### src/rtl/irq_prio_pkg.sv
package irq_prio_pkg;

  localparam int MAX_LINES = 32;
  localparam int MAX_LVL   = 7;

  // Default level assignment: line i sits on level (i mod n_lvl)+1.
  function automatic logic [MAX_LVL*MAX_LINES-1:0] spread_masks(input int n_lines,
                                                                input int n_lvl);
    logic [MAX_LVL*MAX_LINES-1:0] m;
    m = '0;
    for (int lv = 0; lv < MAX_LVL; lv++) begin
      for (int i = 0; i < MAX_LINES; i++) begin
        if (lv < n_lvl && i < n_lines && (i % n_lvl) == lv) begin
          m[lv*n_lines + i] = 1'b1;
        end
      end
    end
    return m;
  endfunction

endpackage

### src/rtl/irq_pend_reg.sv
module irq_pend_reg #(
  parameter int                 N_LINES    = 32,
  parameter logic [N_LINES-1:0] LEVEL_TYPE = '1
) (
  input  logic               clk_i,
  input  logic               rst_ni,
  input  logic [N_LINES-1:0] req_i,
  input  logic [N_LINES-1:0] sw_set_i,
  input  logic [N_LINES-1:0] sw_clr_i,
  output logic [N_LINES-1:0] pend_o
);

  logic [N_LINES-1:0] pend_q;
  logic [N_LINES-1:0] pend_d;

  for (genvar i = 0; i < N_LINES; i++) begin : g_bit
    if (LEVEL_TYPE[i]) begin : g_level
      // tracks the line, software strobes have no say
      assign pend_d[i] = req_i[i];
    end else begin : g_latch
      // hardware request wins over a software clear
      assign pend_d[i] = req_i[i] | sw_set_i[i] | (pend_q[i] & ~sw_clr_i[i]);
    end
  end

  always_ff @(posedge clk_i or negedge rst_ni) begin
    if (!rst_ni) begin
      pend_q <= '0;
    end else begin
      pend_q <= pend_d;
    end
  end

  assign pend_o = pend_q;

endmodule

### src/rtl/irq_level_search.sv
module irq_level_search #(
  parameter int                         N_LINES   = 32,
  parameter int                         N_LVL     = 7,
  parameter int                         NMI_LEVEL = 7,
  parameter int                         LW        = 3,
  parameter logic [N_LVL*N_LINES-1:0]   LVL_MASKS = '0
) (
  input  logic [N_LINES-1:0] eff_i,
  input  logic [LW-1:0]      cur_lvl_i,
  output logic [LW-1:0]      best_o
);

  logic [LW-1:0] thr;

  always_comb begin
    if (cur_lvl_i >= LW'(NMI_LEVEL)) begin
      thr = LW'(NMI_LEVEL - 1);
    end else begin
      thr = cur_lvl_i;
    end
  end

  // Walk upward; a later (higher) hit overrides an earlier one.
  always_comb begin
    best_o = '0;
    for (int k = 1; k <= N_LVL; k++) begin
      if ((LW'(k) > thr) && (|(eff_i & LVL_MASKS[(k-1)*N_LINES +: N_LINES]))) begin
        best_o = LW'(k);
      end
    end
  end

endmodule

### src/rtl/irq_prio_ctrl.sv
module irq_prio_ctrl #(
  parameter int                       N_LINES    = 32,
  parameter int                       N_LVL      = 7,
  parameter int                       NMI_LEVEL  = 7,
  parameter logic [N_LVL*N_LINES-1:0] LVL_MASKS  =
    irq_prio_pkg::spread_masks(N_LINES, N_LVL),
  parameter logic [N_LINES-1:0]       LEVEL_TYPE = '1,
  parameter logic [N_LINES-1:0]       NMI_LINES  = '0,
  localparam int                      LW         = $clog2(N_LVL + 1)
) (
  input  logic               clk_i,
  input  logic               rst_ni,
  input  logic [31:0]        req_i,
  input  logic               en_we_i,
  input  logic [N_LINES-1:0] en_wdata_i,
  input  logic [N_LINES-1:0] sw_set_i,
  input  logic [N_LINES-1:0] sw_clr_i,
  input  logic [LW-1:0]      cur_lvl_i,
  output logic [LW-1:0]      lvl_o,
  output logic               irq_o
);

  logic [N_LINES-1:0] pend_q;
  logic [N_LINES-1:0] en_q;
  logic [N_LINES-1:0] en_d;
  logic [N_LINES-1:0] eff;
  logic [LW-1:0]      best;
  logic [LW-1:0]      lvl_q;
  logic               irq_q;
  logic               unused_req_hi;

  // lines at or above N_LINES are dropped here
  assign unused_req_hi = ^req_i;

  irq_pend_reg #(
    .N_LINES    (N_LINES),
    .LEVEL_TYPE (LEVEL_TYPE)
  ) u_pend (
    .clk_i    (clk_i),
    .rst_ni   (rst_ni),
    .req_i    (req_i[N_LINES-1:0]),
    .sw_set_i (sw_set_i),
    .sw_clr_i (sw_clr_i),
    .pend_o   (pend_q)
  );

  always_comb begin
    en_d = en_q;
    if (en_we_i) begin
      en_d = en_wdata_i;
    end
  end

  always_ff @(posedge clk_i or negedge rst_ni) begin
    if (!rst_ni) begin
      en_q <= '0;
    end else begin
      en_q <= en_d;
    end
  end

  assign eff = pend_q & (en_q | NMI_LINES);

  irq_level_search #(
    .N_LINES   (N_LINES),
    .N_LVL     (N_LVL),
    .NMI_LEVEL (NMI_LEVEL),
    .LW        (LW),
    .LVL_MASKS (LVL_MASKS)
  ) u_search (
    .eff_i     (eff),
    .cur_lvl_i (cur_lvl_i),
    .best_o    (best)
  );

  always_ff @(posedge clk_i or negedge rst_ni) begin
    if (!rst_ni) begin
      lvl_q <= '0;
      irq_q <= 1'b0;
    end else begin
      lvl_q <= best;
      irq_q <= (best != '0);
    end
  end

  assign lvl_o = lvl_q;
  assign irq_o = irq_q;

endmodule

### config.mk
export PLATFORM = sky130hd
export DESIGN_NAME = irq_prio_ctrl
export DESIGN_NICKNAME = d
export VERILOG_FILES = /design/src/rtl/irq_prio_pkg.sv /design/src/rtl/irq_pend_reg.sv /design/src/rtl/irq_level_search.sv /design/src/rtl/irq_prio_ctrl.sv
export SDC_FILE = /design/constraint.sdc
export NUM_CORES = 1
export LEC_CHECK = 0
export BUFFER_PORTS_ARGS = -buffer_cell sky130_fd_sc_hd__clkbuf_2
export CAP_MARGIN = 15
export CORE_ASPECT_RATIO = 0.9
export CORE_MARGIN = 5
export CORE_UTILIZATION = 30
export CTS_BUF_LIST = sky130_fd_sc_hd__clkbuf_8
export DETAILED_ROUTE_END_ITERATION = 10
export PLACE_DENSITY_LB_ADDON = 0.2
export SYNTH_ARGS = -nofsm -noshare
export SYNTH_HDL_FRONTEND = slang
export SYNTH_SLANG_ARGS = --single-unit
### constraint.sdc
create_clock -name clk_i -period 1.83 [get_ports clk_i]
set_clock_uncertainty 0.2 [all_clocks]
set_input_delay 0.549 -clock clk_i [delete_from_list [all_inputs] [get_ports clk_i]]
set_output_delay 0.549 -clock clk_i [all_outputs]
set_load 0.005 [all_outputs]
# Yosys cells after proc, flatten, opt, wreduce, memory -nomap -nowiden

Cells that the tools add are included.

Word-level logic and storage cells: 36
Bits in writable memories: 0
Register bits: 68
Latch bits: 0
Input port bits: 134
Memories: 0
Output and inout bits: 4
Bits in read-only memories: 0

Add/subtract/negate cells: 0
Bitwise gates (word level): 1
Multiply operators: 0
Magnitude comparators: 8
Reduce and logical (&&, ||, !) cells: 15
Divide/modulo/power cells: 0
Equal/unequal tests: 0
Shift-type cells: 0
Mux-type cells: 8

Operator list:

| operator                                                                        | count |
|---|---|
| 32-bit AND                                                                      | 1 |
| 3-bit two-way mux                                                               | 7 |
| 5-bit OR reduction                                                              | 4 |
| 3-bit greater-than comparator (first input constant)                            | 4 |
| 4-bit OR reduction                                                              | 3 |
| 1-bit logical AND                                                               | 7 |
| 2-bit by 3-bit greater-than comparator with 1-bit output (first input constant) | 2 |
| 3-bit greater-or-equal comparator (second input constant)                       | 1 |
| 1-bit by 3-bit greater-than comparator with 1-bit output (first input constant) | 1 |
| 3-bit nonzero test                                                              | 1 |
| 1-bit two-way mux                                                               | 1 |

# Longest topological paths before layout

Gate-level depths: netlist of the first run.

Depth in word-level cells: 12
Mapped depth: 4
Depth with buffers taken out: 4

# Hierarchy

From an unflattened synthesis of the first run, not the netlist that was laid out.

Cells, all modules: 167
Area, all modules: 2668.8 um^2

Modules (own cells, without submodules):

| module           | times used | area each (um^2) | sequential area each (um^2) | cells an instance |
|---|---|---|---|---|
| irq_prio_ctrl    | 1          | 1651.6           | 900.9                       | 105 |
| irq_pend_reg     | 1          | 800.8            | 800.8                       | 32 |
| irq_level_search | 1          | 216.5            | 0.0                         | 30 |

# Least setup slack after synthesis of the first run

OpenSTA, ideal clock, no wires.

Kind: in2reg
From: in en_we_i
To: reg en_q[17]
Arrival: 1.267 ns
Library setup time: 0.125 ns
Slack: 0.238 ns
Stages on the path: 3
Buffers on the path: 2
Cell sequence: clkbuf_1 buf_2 mux2_2

RTL lines:

| element              | RTL line            | source |
|---|---|---|
| from (decl)          | irq_prio_ctrl.sv:14 | `input logic en_we_i,` |
| to (signal assigned) | irq_prio_ctrl.sv:58 | `en_q <= en_d;` |
| to (decl)            | irq_prio_ctrl.sv:24 | `logic [N_LINES-1:0] en_q;` |

No word-level cell between the ends.

# Worst setup path after layout of the first run

From: reg en_q[2]
To: reg irq_q (netlist: irq_o)

Word-level cells in the longest chain between the ends: 9

Ends and longest elaborated chain:

| element                         | RTL line               | source |
|---|---|---|
| 32-bit AND                      | irq_prio_ctrl.sv:62    | `assign eff = pend_q & (en_q \| NMI_LINES);` |
| 5-bit OR reduction              | irq_level_search.sv:27 | `if ((LW'(k) > thr) && (\|(eff_i & LVL_MASKS[(k-1)*N_LINES +: N_LINES]))) begin` |
| 1-bit logical AND               | irq_level_search.sv:27 |  |
| 3-bit two-way mux (5 in series) | irq_level_search.sv:27 |  |
| 3-bit nonzero test              | irq_prio_ctrl.sv:82    | `irq_q <= (best != '0);` |
| to (signal assigned)            | irq_prio_ctrl.sv:82    |  |
| to (decl)                       | irq_prio_ctrl.sv:29    | `logic irq_q;` |

No other way between the ends.
A chain may end at the register's enable or synchronous reset.

==> results of run 1 <==
-- where the power goes --
part           internal, mW  switching [mW]  leakage (nW)
Combinational         0.167           0.135         0.533
Sequential             1.62          0.0473         0.785
Clock                 0.543           0.497        0.0976
Total                  2.33           0.679          1.42
-- metrics by stage --
| step | cells | utilization [%] | hold slack [ns] |
|---|---|---|---|
| finish | 320 | 39.9 | 0.0251 |
| floorplan | 137 | - | 0.0534 |
| CTS | 320 | 39.9 | 0.0325 |
| detailed placement | 305 | 37.6 | 0.281 |
| global route | 320 | 39.9 | 0.0516 |
| global placement | 305 | 37.6 | 0.275 |
-- cell type report --
cell class	instances	area (µm²)
well taps	96	120
multi-input cells	65	618
flip-flops and latches	68	1700
repair buffers	76	413
clock buffers	11	151
fillers	754	4560
clock inverters	4	17.5
-- worst paths after layout --
| kind | start | end | slack [ns] | depth (start not counted) |
|---|---|---|---|---|
| worst max register to register | en_q[2]$_DFFE_PN0P_ | irq_o$_DFF_PN0_ | 0.13 | 4 |
| min in group clk_i | req_i[26] | u_pend.pend_o[26]$_DFF_PN0_ | 0.12 | 1 |
| worst min-delay path | rst_ni | u_pend.pend_o[7]$_DFF_PN0_ | 0.03 | 2 |
| worst max-delay path | en_q[2]$_DFFE_PN0P_ | irq_o$_DFF_PN0_ | 0.13 | 4 |
| worst min register to register | en_q[21]$_DFFE_PN0P_ | en_q[21]$_DFFE_PN0P_ | 0.29 | 1 |
| max in group asynchronous | rst_ni | u_pend.pend_o[5]$_DFF_PN0_ | 1.12 | 2 |
-- routing by layer --
layer / vias up / GRT usage [%] / share of wire, %
met1: 685 / 13.7 / 47
met3: 10 / 4.53 / 9.5
met4: 0 / 4.85 / 1.8
met2: 64 / 14.7 / 42
met5: - / 0 / 0
li1: 673 / - / -
-- kinds of logic after synthesis --
family | synth area share (%)
flip-flops | 72.8
multiplexers | 15.4
AO/OA/AOI/OAI | 9.58
AND/OR/NAND/NOR | 1.44
buffers and inverters | 0.802
-- cell usage in the layout, fill, tap and decap left out, types with 2 or more instances in the layout --
cell / Yosys / final
sky130_fd_sc_hd__nor2_1: 2 / 2
sky130_fd_sc_hd__mux2_1: 2 / 2
sky130_fd_sc_hd__buf_12: 0 / 2
sky130_fd_sc_hd__a222oi_1: 4 / 4
sky130_fd_sc_hd__clkbuf_8: 0 / 11
sky130_fd_sc_hd__mux2_2: 30 / 30
sky130_fd_sc_hd__nand2_1: 2 / 2
sky130_fd_sc_hd__clkinv_2: 0 / 2
sky130_fd_sc_hd__a22oi_1: 9 / 9
sky130_fd_sc_hd__clkbuf_2: 0 / 72
sky130_fd_sc_hd__dfrtp_1: 68 / 68
sky130_fd_sc_hd__inv_1: 0 / 2
-- worst max-delay path, cell delays in order (launching register included) --
cell                        delay [ns]
sky130_fd_sc_hd__dfrtp_1          0.38
sky130_fd_sc_hd__a222oi_1         0.46
sky130_fd_sc_hd__a221oi_2         0.13
sky130_fd_sc_hd__a211oi_2         0.25
sky130_fd_sc_hd__o2111ai_2        0.15
-- registers in the layout, indices dropped and copies added (netlist names) --
register	count
en_q	32
u_pend.pend_o	32
lvl_o	3
irq_o	1
==> results_tabular.tex, run 1 <==
\begin{tabular}{lr}
\hline
Metric & Value \\
\hline
\multicolumn{2}{l}{\textbf{Status}} \\
\quad Result of the run & completed \\
\multicolumn{2}{l}{\textbf{Global route}} \\
\quad Total global routing track utilization & between 10\% and 20\% \\
\quad Via count of the first global-routing pass & 1542 \\
\quad GRT Residual Overflow & 0 \\
\quad Antenna violations before repair & 0 \\
\quad Wire length of the first global-routing pass & 7.40 mm \\
\quad Largest net degree at the start of global routing & 69 \\
\multicolumn{2}{l}{\textbf{Layout}} \\
\quad Final non-filler cell area & 3020 µm² \\
\quad Layout-stage area growth over the synthesis result & 29.2\% \\
\quad N\_diodes & 0 \\
\quad Share of cells above drive strength 1 & around 55\% \\
\quad Number of nets at the end of the flow & 354 \\
\multicolumn{2}{l}{\textbf{Synth}} \\
\quad Cell type with the largest total area after synthesis & sky130\_fd\_sc\_hd\_\_dfrtp\_1 \\
\quad Net count of the mapped netlist & around 270 \\
\quad Cells after synthesis & 137 \\
\quad Proportion of synthesized chip area in sequential cells & 72.8\% \\
\quad Post-synthesis async set-or-reset flop share & 100\% \\
\quad Combined area of all synthesized cells & 2340 µm² \\
\quad Average size of a mapped cell & 17.1 µm² \\
\quad Warning count from the yosys run & 0 \\
\quad Number of storage elements in the synthesis netlist & 68 \\
\quad Most repeated cell in the gate-level netlist after synthesis & sky130\_fd\_sc\_hd\_\_dfrtp\_1 \\
\quad Most instantiated cells after synthesis & sky130\_fd\_sc\_hd\_\_dfrtp\_1 (68), sky130\_fd\_sc\_hd\_\_mux2\_2 (30), sky130\_fd\_sc\_hd\_\_a22oi\_1 (9), sky130\_fd\_sc\_hd\_\_a222oi\_1 (4), sky130\_fd\_sc\_hd\_\_buf\_2 (3) \\
\quad Yosys top cell area share & 72.8\% \\
\quad Count of different cell masters after synthesis & 25 \\
\quad Count of flip-flops with a built-in enable after synthesis & 0 \\
\quad Cell types with the largest area share after synthesis & sky130\_fd\_sc\_hd\_\_dfrtp\_1 (73\%), sky130\_fd\_sc\_hd\_\_mux2\_2 (14\%), sky130\_fd\_sc\_hd\_\_a22oi\_1 (2.9\%) \\
\quad Top FF cell, synth & sky130\_fd\_sc\_hd\_\_dfrtp\_1 \\
\multicolumn{2}{l}{\textbf{Min path}} \\
\quad Class of the tightest hold or removal check & in -> async \\
\multicolumn{2}{l}{\textbf{Placement}} \\
\quad IO buf count & 73 \\
\quad DP Wirelength & 3.36 mm \\
\quad Area of placed instances & 2850 µm² \\
\quad Weighted congestion at the end of routability-driven global placement & 0.717 \\
\quad Worst slack, placed & 0.0971 ns \\
\multicolumn{2}{l}{\textbf{Floorplanning}} \\
\quad Number of top-level pins & around 140 \\
\quad Die Y & 93.8 µm \\
\quad \# rows & 30 \\
\quad Die area & 9660 µm² \\
\quad Effective utilization at floorplan & 30.8\% \\
\quad Placeable core region & 7580 µm² \\
\quad Horizontal die dimension & between 100 and 150 µm \\
\multicolumn{2}{l}{\textbf{Timing}} \\
\quad Transition time at the pin with the least slew margin & 0.458 ns \\
\quad Post-route worst setup slack & between 0.1 and 0.15 ns \\
\quad Final sum of negative setup slack & 0 ns \\
\quad Number of hold violations in the final report & 0 \\
\quad Setup repair after global routing missed its margin & no \\
\quad Share of the clock period used by the worst path & 93.0\% \\
\quad Final worst path period need & 1.70 ns \\
\quad Tightest slew margin relative to the limit & 69.4\% \\
\quad Max frequency & between 500 and 600 MHz \\
\quad Max-slew violations & 0 \\
\quad Count of final setup violators & 0 \\
\multicolumn{2}{l}{\textbf{Power and ir drop}} \\
\quad Leak pwr & 1.42 nW \\
\quad Worst VDD drop & 0.459 mV \\
\quad Total power of the final layout & 3.01 mW \\
\quad Cell area power density & roughly 990 nW/µm² \\
\multicolumn{2}{l}{\textbf{Worst setup path}} \\
\quad Kind of capture point of the worst setup path & flop \\
\quad Maximum fanout along the worst path & 2 \\
\quad Critical path startpoint category & flop \\
\quad Type of the setup path with the least slack & reg -> reg \\
\quad Worst EP arrival & 1.70 ns \\
\quad Data required time of the worst path & 1.82 ns \\
\multicolumn{2}{l}{\textbf{CTS}} \\
\quad Clock H-tree levels & 3 \\
\quad Buffers from clock root to sink, at most & 2 \\
\quad Clock-pin slew on the worst setup and hold paths & about 0.060 ns \\
\quad Root buffer cell & sky130\_fd\_sc\_hd\_\_clkbuf\_8 \\
\quad Worst-skew pair later-pin latency & 0.33 ns \\
\quad Post-cts resize count & 0 \\
\quad Cts hold-fix bufs & 0 \\
\quad Sinks on the clock net & 68 \\
\quad CTS tree & done \\
\quad TritonCTS buffer count & 9 \\
\quad Post-CTS setup buffer count & 0 \\
\multicolumn{2}{l}{\textbf{Route}} \\
\quad Per-cell via count in the routed design & 4.48 \\
\quad Post-detailed-route count of antenna-violating nets & 0 \\
\quad DRC & 0 \\
\quad Via count & 1432 \\
\quad Routed Wire Length & 4.64 mm \\
\quad Number of search-and-repair iterations in the first detailed-routing pass & 5 \\
\quad Initial detailed-routing violation count & 46 \\
\quad Final routed wire length divided by cell count & 14.5 µm \\
\multicolumn{2}{l}{\textbf{Job}} \\
\quad Max Cap Viol & 0 \\
\hline
\end{tabular}
(Power assumes the default switching activity.)
==> run 2: changes to the inputs <==
ABC_CLOCK_PERIOD_IN_PS = 1830   (was not set)
SETUP_SLACK_MARGIN = 0.3   (was not set)
==> results_tabular.tex, run 2 (synthesis gave the netlist of run 1 again) <==
\begin{tabular}{lr}
\hline
Metric & Value \\
\hline
\multicolumn{2}{l}{\textbf{Layout}} \\
\quad Share of cells above drive strength 1 & 57.1\% (+2.2 points) \\
\quad Number of nets at the end of the flow & 355 (+0.28\%) \\
\quad Non-filler instance count after layout & 320 (unchanged) \\
\quad Layout-stage area growth over the synthesis result & 30.7\% \\
\quad N\_diodes & 0 (unchanged) \\
\quad Commonest cells after routing, fill and taps aside & sky130\_fd\_sc\_hd\_\_clkbuf\_2 (70), sky130\_fd\_sc\_hd\_\_dfrtp\_1 (68), sky130\_fd\_sc\_hd\_\_mux2\_2 (30) \\
\quad Most common cell after layout, fill and taps aside & sky130\_fd\_sc\_hd\_\_clkbuf\_2 \\
\quad Final non-filler cell area & 3060 µm² (+1.1\%) \\
\multicolumn{2}{l}{\textbf{Min path}} \\
\quad Class of the tightest hold or removal check & in -> async \\
\multicolumn{2}{l}{\textbf{Timing}} \\
\quad Transition time at the pin with the least slew margin & 0.463 ns (+0.00428 ns) \\
\quad Max-slew violations & 0 (unchanged) \\
\quad Number of hold violations in the final report & 0 (unchanged) \\
\quad Final sum of negative setup slack & 0 ns (unchanged) \\
\quad Tightest slew margin relative to the limit & 69.2\% (-0.29 points) \\
\quad Count of final setup violators & 0 (unchanged) \\
\quad Final worst path period need & 1.70 ns (-0.00249 ns) \\
\quad Share of the clock period used by the worst path & 92.9\% (-0.14 points) \\
\quad Setup repair after global routing missed its margin & yes \\
\quad Worst hold slack across all endpoints & 0.0352 ns (+0.0101 ns) \\
\quad Max frequency & 588 MHz (+0.15\%) \\
\multicolumn{2}{l}{\textbf{CTS}} \\
\quad Clock H-tree levels & 3 (unchanged) \\
\quad CTS tree & done \\
\quad Clock-pin slew on the worst setup and hold paths & 0.06 ns (about the same) \\
\quad Buffers from clock root to sink, at most & 2 (unchanged) \\
\quad Sinks on the clock net & 68 (unchanged) \\
\quad TritonCTS buffer count & 9 (unchanged) \\
\quad Cts hold-fix bufs & 0 (unchanged) \\
\quad Root buffer cell & sky130\_fd\_sc\_hd\_\_clkbuf\_8 \\
\quad Worst-skew pair later-pin latency & 0.33 ns (about the same) \\
\multicolumn{2}{l}{\textbf{Worst setup path}} \\
\quad Type of the setup path with the least slack & reg -> reg \\
\quad Data required time of the worst path & 1.83 ns (about the same) \\
\quad Slowest cell on the critical path & sky130\_fd\_sc\_hd\_\_a222oi\_1 \\
\quad Chain of cells forming the critical path & a222oi\_1, a221oi\_2, a211oi\_2, o2111ai\_2 \\
\quad Kind of capture point of the worst setup path & flop \\
\quad Maximum fanout along the worst path & 2 (unchanged) \\
\quad Worst EP arrival & 1.70 ns (about the same) \\
\quad Worst stage delay on the critical path & 0.48 ns (+0.02 ns) \\
\quad Critical path startpoint category & flop \\
\quad R2R setup slack & 0.13 ns (about the same) \\
\multicolumn{2}{l}{\textbf{Floorplanning}} \\
\quad Die area & 9660 µm² (unchanged) \\
\quad \# rows & 30 (unchanged) \\
\quad Number of top-level pins & 138 (unchanged) \\
\quad Horizontal die dimension & 103 µm (unchanged) \\
\quad Placeable core region & 7580 µm² (unchanged) \\
\quad Effective utilization at floorplan & 30.8\% (unchanged) \\
\quad Die Y & 93.8 µm (unchanged) \\
\multicolumn{2}{l}{\textbf{Status}} \\
\quad Result of the run & completed \\
\multicolumn{2}{l}{\textbf{Route}} \\
\quad Per-cell via count in the routed design & 4.34 (-2.9\%) \\
\quad Via count & 1390 (-2.9\%) \\
\quad Post-detailed-route count of antenna-violating nets & 0 (unchanged) \\
\quad Number of search-and-repair iterations in the first detailed-routing pass & 5 (unchanged) \\
\quad Final routed wire length divided by cell count & 14.6 µm (+0.84\%) \\
\quad Routed Wire Length & 4.68 mm (+0.84\%) \\
\quad Initial detailed-routing violation count & 28 (-39\%) \\
\quad DRC & 0 (unchanged) \\
\multicolumn{2}{l}{\textbf{Global route}} \\
\quad GRT Residual Overflow & 0 (unchanged) \\
\quad Via count of the first global-routing pass & 1640 (+6.4\%) \\
\quad Largest net degree at the start of global routing & 69 (unchanged) \\
\quad Total global routing track utilization & 10.9\% (+0.41 points) \\
\quad Antenna violations before repair & 0 (unchanged) \\
\quad Wire length of the first global-routing pass & 7.76 mm (+4.9\%) \\
\multicolumn{2}{l}{\textbf{Placement}} \\
\quad IO buf count & 73 (unchanged) \\
\quad Area of placed instances & 2850 µm² (-0.26\%) \\
\quad Weighted congestion at the end of routability-driven global placement & 0.707 (-1.4\%) \\
\quad DP Wirelength & 3.41 mm (+1.5\%) \\
\quad Post-placement cell count & 304 (-0.33\%) \\
\multicolumn{2}{l}{\textbf{Power and ir drop}} \\
\quad Total power of the final layout & 3.06 mW (+1.8\%) \\
\quad Leak pwr & 1.42 nW (+0.19\%) \\
\quad Cell area power density & 1000 nW/µm² (+0.70\%) \\
\quad Worst VDD drop & 0.351 mV (-24\%) \\
\multicolumn{2}{l}{\textbf{Job}} \\
\quad Max Cap Viol & 0 (unchanged) \\
\hline
\end{tabular}
==> run 2: changes by cell type in the layout (fill, tap and decap cells not counted), sizes merged <==
cell	before	now
inv	2	0
clkbuf	83	82
buf	4	7
==> run 2: metrics by stage <==
step | util [%] | worst slack, ns
finish | 40.3 | 0.131
global placement | 37.5 | 0.0978
detailed placement | 37.5 | 0.0858
CTS | 40.0 | 0.0950
global route | 40.3 | -0.0354
floorplan | - | 0.310
==> run 2: what timing repair did <==
item | CTS | global route
pin swaps | 3 | 4
setup buffers | 1 | 1
resized for setup | 1 | 5
endpoints found under the setup margin | 8 | 8
==> run 2: routing by layer <==
layer | vias up | GRT usage, % | wire (µm)
met1 | 644 | 13.5 | 2090
met2 | 67 | 15.7 | 1940
li1 | 671 | - | -
met5 | - | 0 | 0
met3 | 8 | 5.72 | 574
met4 | 0 | 4.53 | 64
==> run 2: final cells by class <==
cell class                 count  area (µm²)
fill                         731        4530
sequential                    68        1700
multi-input combinational     65         638
timing repair buffer          77         420
clock buffer                  12         165
tap                           96         120
clock inverter                 2        10.0
==> run 2: final timing paths <==
check,start,end,cells past startpoint
min in group clk_i,req_i[22],u_pend.pend_o[22]$_DFF_PN0_,1
max,u_pend.pend_o[2]$_DFF_PN0_,irq_o$_DFF_PN0_,4
min reg2reg,en_q[21]$_DFFE_PN0P_,en_q[21]$_DFFE_PN0P_,1
min,rst_ni,u_pend.pend_o[7]$_DFF_PN0_,2
max reg2reg,u_pend.pend_o[2]$_DFF_PN0_,irq_o$_DFF_PN0_,4
max in group asynchronous,rst_ni,u_pend.pend_o[12]$_DFF_PN0_,2
==> run 2: where the power goes <==
part / total (mW) / internal (mW) / switching [mW] / leakage [nW]
registers: 1.67 / 1.62 / 0.0474 / 0.785
clock network: 1.08 / 0.583 / 0.498 / 0.0941
logic: 0.315 / 0.175 / 0.139 / 0.539
==> run 2: critical path, delay by kind of cell, from the launching register on <==
kind | cells | cell delay (ns)
flops | 1 | 0.36
compound gates | 4 | 1.00
==> run 3: changes to the inputs <==
SYNTH_HIERARCHICAL = 1   (was not set)
==> results_tabular.tex, run 3 <==
\begin{tabular}{lr}
\hline
Metric & Value \\
\hline
\multicolumn{2}{l}{\textbf{Layout}} \\
\quad Share of cells above drive strength 1 & 56.7\% (-0.48 points) \\
\quad Non-filler instance count after layout & 389 (+22\%) \\
\quad Most common cell after layout, fill and taps aside & sky130\_fd\_sc\_hd\_\_clkbuf\_2 \\
\quad Area used by multi-input combinational logic & 931 µm² (+46\%) \\
\quad Number of nets at the end of the flow & 401 (+13\%) \\
\quad Commonest cells after routing, fill and taps aside & sky130\_fd\_sc\_hd\_\_clkbuf\_2 (69), sky130\_fd\_sc\_hd\_\_dfrtp\_1 (68), sky130\_fd\_sc\_hd\_\_and2\_1 (32) \\
\quad N\_diodes & 0 (unchanged) \\
\quad Final non-filler cell area & 3530 µm² (+16\%) \\
\quad Storage cell area & 1700 µm² (unchanged) \\
\quad Layout-stage area growth over the synthesis result & 32.3\% \\
\quad Number of filler instances in the final layout & 837 (+15\%) \\
\multicolumn{2}{l}{\textbf{Global route}} \\
\quad Via count of the first global-routing pass & 1767 (+7.7\%) \\
\quad Antenna violations before repair & 0 (unchanged) \\
\quad GRT Residual Overflow & 0 (unchanged) \\
\quad Total global routing track utilization & 10.6\% (-0.24 points) \\
\quad Largest net degree at the start of global routing & 69 (unchanged) \\
\quad Wire length of the first global-routing pass & 8.61 mm (+11\%) \\
\multicolumn{2}{l}{\textbf{Route}} \\
\quad Final routed wire length divided by cell count & 13.5 µm (-7.9\%) \\
\quad Initial detailed-routing violation count & 37 (+32\%) \\
\quad Routed Wire Length & 5.24 mm (+12\%) \\
\quad Via count & 1591 (+14\%) \\
\quad Post-detailed-route count of antenna-violating nets & 0 (unchanged) \\
\quad Per-cell via count in the routed design & 4.09 (-5.8\%) \\
\quad Number of search-and-repair iterations in the first detailed-routing pass & 4 (-1) \\
\quad DRC & 0 (unchanged) \\
\multicolumn{2}{l}{\textbf{Worst setup path}} \\
\quad Data required time of the worst path & 1.84 ns (about the same) \\
\quad Worst EP arrival & 2.07 ns (+0.37 ns) \\
\quad Critical path startpoint category & flop \\
\quad Kind of capture point of the worst setup path & flop \\
\quad Slowest cell on the critical path & sky130\_fd\_sc\_hd\_\_or4\_4 \\
\quad Maximum fanout along the worst path & 2 (unchanged) \\
\quad Chain of cells forming the critical path & and2\_1, or4\_4, nor2\_2, and2\_4, o21ai\_2, or3\_1 \\
\quad Type of the setup path with the least slack & reg -> reg \\
\quad CP Buf/Inv Count & 0 (unchanged) \\
\quad Worst stage delay on the critical path & 0.54 ns (+0.06 ns) \\
\quad R2R setup slack & -0.23 ns (-0.36 ns) \\
\quad Top delay family on crit path & simple AND/OR/NAND/NOR gates \\
\multicolumn{2}{l}{\textbf{Placement}} \\
\quad Area of placed instances & 3280 µm² (+15\%) \\
\quad DP Wirelength & 3.78 mm (+11\%) \\
\quad IO buf count & 73 (unchanged) \\
\quad Weighted congestion at the end of routability-driven global placement & 0.689 (-2.5\%) \\
\quad Worst slack, placed & -0.259 ns (-0.345 ns) \\
\quad Post-placement cell count & 372 (+22\%) \\
\multicolumn{2}{l}{\textbf{CTS}} \\
\quad Clock-pin slew on the worst setup and hold paths & 0.07 ns (about the same) \\
\quad Buffers from clock root to sink, at most & 2 (unchanged) \\
\quad Root buffer cell & sky130\_fd\_sc\_hd\_\_clkbuf\_8 \\
\quad TritonCTS buffer count & 9 (unchanged) \\
\quad Sinks on the clock net & 68 (unchanged) \\
\quad CTS tree & done \\
\quad Clock H-tree levels & 3 (unchanged) \\
\quad Worst-skew pair later-pin latency & 0.33 ns (about the same) \\
\quad Cts hold-fix bufs & 0 (unchanged) \\
\multicolumn{2}{l}{\textbf{Power and ir drop}} \\
\quad Cell area power density & 938 nW/µm² (-6.3\%) \\
\quad Leak pwr & 1.71 nW (+21\%) \\
\quad Worst VDD drop & 0.372 mV (+6.1\%) \\
\multicolumn{2}{l}{\textbf{Synth}} \\
\quad Most repeated cell in the gate-level netlist after synthesis & sky130\_fd\_sc\_hd\_\_dfrtp\_1 \\
\quad Number of storage elements in the synthesis netlist & 68 (unchanged) \\
\quad Most instantiated cells after synthesis & sky130\_fd\_sc\_hd\_\_dfrtp\_1 (68), sky130\_fd\_sc\_hd\_\_and2\_1 (34), sky130\_fd\_sc\_hd\_\_mux2\_4 (30), sky130\_fd\_sc\_hd\_\_nor3\_1 (4) \\
\quad Combined area of all synthesized cells & 2670 µm² (+14\%) \\
\quad Net count of the mapped netlist & 301 (+11\%) \\
\quad Count of different cell masters after synthesis & 26 (+4.0\%) \\
\quad Post-synthesis async set-or-reset flop share & 100\% (unchanged) \\
\quad Average size of a mapped cell & 16.0 µm² (-6.4\%) \\
\quad Warning count from the yosys run & 6 (+6) \\
\quad Cell types with the largest area share after synthesis & sky130\_fd\_sc\_hd\_\_dfrtp\_1 (64\%), sky130\_fd\_sc\_hd\_\_mux2\_4 (17\%), sky130\_fd\_sc\_hd\_\_and2\_1 (8.0\%) \\
\quad Yosys top cell area share & 63.8\% (-9.0 points) \\
\quad Proportion of synthesized chip area in sequential cells & 63.8\% (-9.0 points) \\
\quad Count of flip-flops with a built-in enable after synthesis & 0 (unchanged) \\
\quad Cell type with the largest total area after synthesis & sky130\_fd\_sc\_hd\_\_dfrtp\_1 \\
\quad Cells after synthesis & 167 (+22\%) \\
\quad Top FF cell, synth & sky130\_fd\_sc\_hd\_\_dfrtp\_1 \\
\multicolumn{2}{l}{\textbf{Timing}} \\
\quad Transition time at the pin with the least slew margin & 0.356 ns (-0.107 ns) \\
\quad Count of final setup violators & 3 (+3) \\
\quad Final worst path period need & 2.06 ns (+0.359 ns) \\
\quad Tightest slew margin relative to the limit & 76.0\% (+6.9 points) \\
\quad Number of hold violations in the final report & 0 (unchanged) \\
\quad Max frequency & 486 MHz (-17\%) \\
\quad Post-route worst setup slack & -0.229 ns (-0.359 ns) \\
\quad Max-slew violations & 0 (unchanged) \\
\quad Setup repair after global routing missed its margin & yes \\
\quad Share of the clock period used by the worst path & 112\% (+20 points) \\
\multicolumn{2}{l}{\textbf{Job}} \\
\quad Max Cap Viol & 0 (unchanged) \\
\multicolumn{2}{l}{\textbf{Floorplanning}} \\
\quad Horizontal die dimension & 109 µm (+6.2\%) \\
\quad Die area & 10900 µm² (+13\%) \\
\quad Effective utilization at floorplan & 30.9\% (about the same) \\
\quad Placeable core region & 8650 µm² (+14\%) \\
\quad \# rows & 32 (+6.7\%) \\
\quad Number of top-level pins & 138 (unchanged) \\
\quad Die Y & 99.5 µm (+6.1\%) \\
\multicolumn{2}{l}{\textbf{Status}} \\
\quad Failing checks & setup timing \\
\quad Result of the run & finished with violations \\
\multicolumn{2}{l}{\textbf{Min path}} \\
\quad Class of the tightest hold or removal check & in -> async \\
\hline
\end{tabular}
==> run 3: cell count changes after synthesis, moves of 2 or more <==
cell / previous run / this run
sky130_fd_sc_hd__buf_2: 3 / 0
sky130_fd_sc_hd__mux2_4: 0 / 30
sky130_fd_sc_hd__or4_4: 0 / 2
sky130_fd_sc_hd__buf_12: 0 / 3
sky130_fd_sc_hd__nor4_1: 0 / 2
sky130_fd_sc_hd__a222oi_1: 4 / 0
sky130_fd_sc_hd__nor3_1: 1 / 4
sky130_fd_sc_hd__a22oi_1: 9 / 0
sky130_fd_sc_hd__and2_1: 0 / 34
sky130_fd_sc_hd__mux2_1: 2 / 0
sky130_fd_sc_hd__mux2_2: 30 / 2
==> run 3: worst paths after layout <==
check | startpoint | endpoint | depth (start not counted)
setup / recovery | u_pend/pend_o[3]$_DFF_PN0_ | irq_o$_DFF_PN0_ | 6
hold / removal | rst_ni | u_pend/pend_o[23]$_DFF_PN0_ | 2
setup reg to reg | u_pend/pend_o[3]$_DFF_PN0_ | irq_o$_DFF_PN0_ | 6
hold reg to reg | en_q[5]$_DFFE_PN0P_ | en_q[5]$_DFFE_PN0P_ | 1
max in group asynchronous | rst_ni | u_pend/pend_o[27]$_DFF_PN0_ | 2
min in group clk_i | req_i[24] | u_pend/pend_o[24]$_DFF_PN0_ | 1
==> run 3: logic make-up (layout without fill, tap and decap cells) <==
group	Yosys count	count (layout)	share of synthesized area, %
muxes	32	32	17.7
and+or+nand+nor	54	54	12.9
buffers and inverters	4	107	2.67
DFF	68	68	63.8
AOI/OAI and AO/OA	9	9	2.91
==> run 3: worst reg2reg max path, stage by stage (launching register included) <==
cell                      delay (ns)
sky130_fd_sc_hd__dfrtp_1        0.36
sky130_fd_sc_hd__and2_1         0.15
sky130_fd_sc_hd__or4_4          0.54
sky130_fd_sc_hd__nor2_2         0.13
sky130_fd_sc_hd__and2_4         0.15
sky130_fd_sc_hd__o21ai_2        0.05
sky130_fd_sc_hd__or3_1          0.35
==> run 3: repair_timing <==
| action | in CTS | in global routing |
|---|---|---|
| pin swaps | 6 | 2 |
| endpoints found under the setup margin | 8 | 8 |
| setup buffers | 2 | 1 |
| resized for setup | 9 | 4 |
==> run 3: cell type report <==
class | instances | share of cell area [%]
Sequential cell | 68 | 48.2
Tap cell | 119 | 4.22
Timing Repair Buffer | 93 | 15.9
Clock buffer | 11 | 4.29
Multi-Input combinational cell | 95 | 26.4
Clock inverter | 3 | 1.10
==> run 3: metrics by stage <==
step                      hold WS (ns)  power (mW)  util, %  TNS (ns)
after floorplan                 0.0534        1.92        -    -0.103
final                           0.0332        3.31     40.8    -0.505
after CTS                       0.0262        3.38     40.7    -0.460
after global placement           0.284        2.13     37.9    -0.347
after detailed placement         0.285        2.13     37.9    -0.370
after global routing            0.0360        3.50     40.8    -0.898
==> run 3: power breakdown <==
group	switching (mW)	internal (mW)	total (mW)	leakage, nW
Clock	0.509	0.681	1.19	0.102
Combinational	0.176	0.290	0.465	0.827
Sequential	0.0419	1.62	1.66	0.785
==> run 3: routing by layer <==
metal | GRT usage (%) | wire, µm | up-vias
met5 | 0 | 0 | -
met4 | 4.03 | 65 | 0
met3 | 5.26 | 505 | 7
met2 | 14.7 | 2240 | 60
met1 | 14.2 | 2430 | 754
li1 | - | - | 770
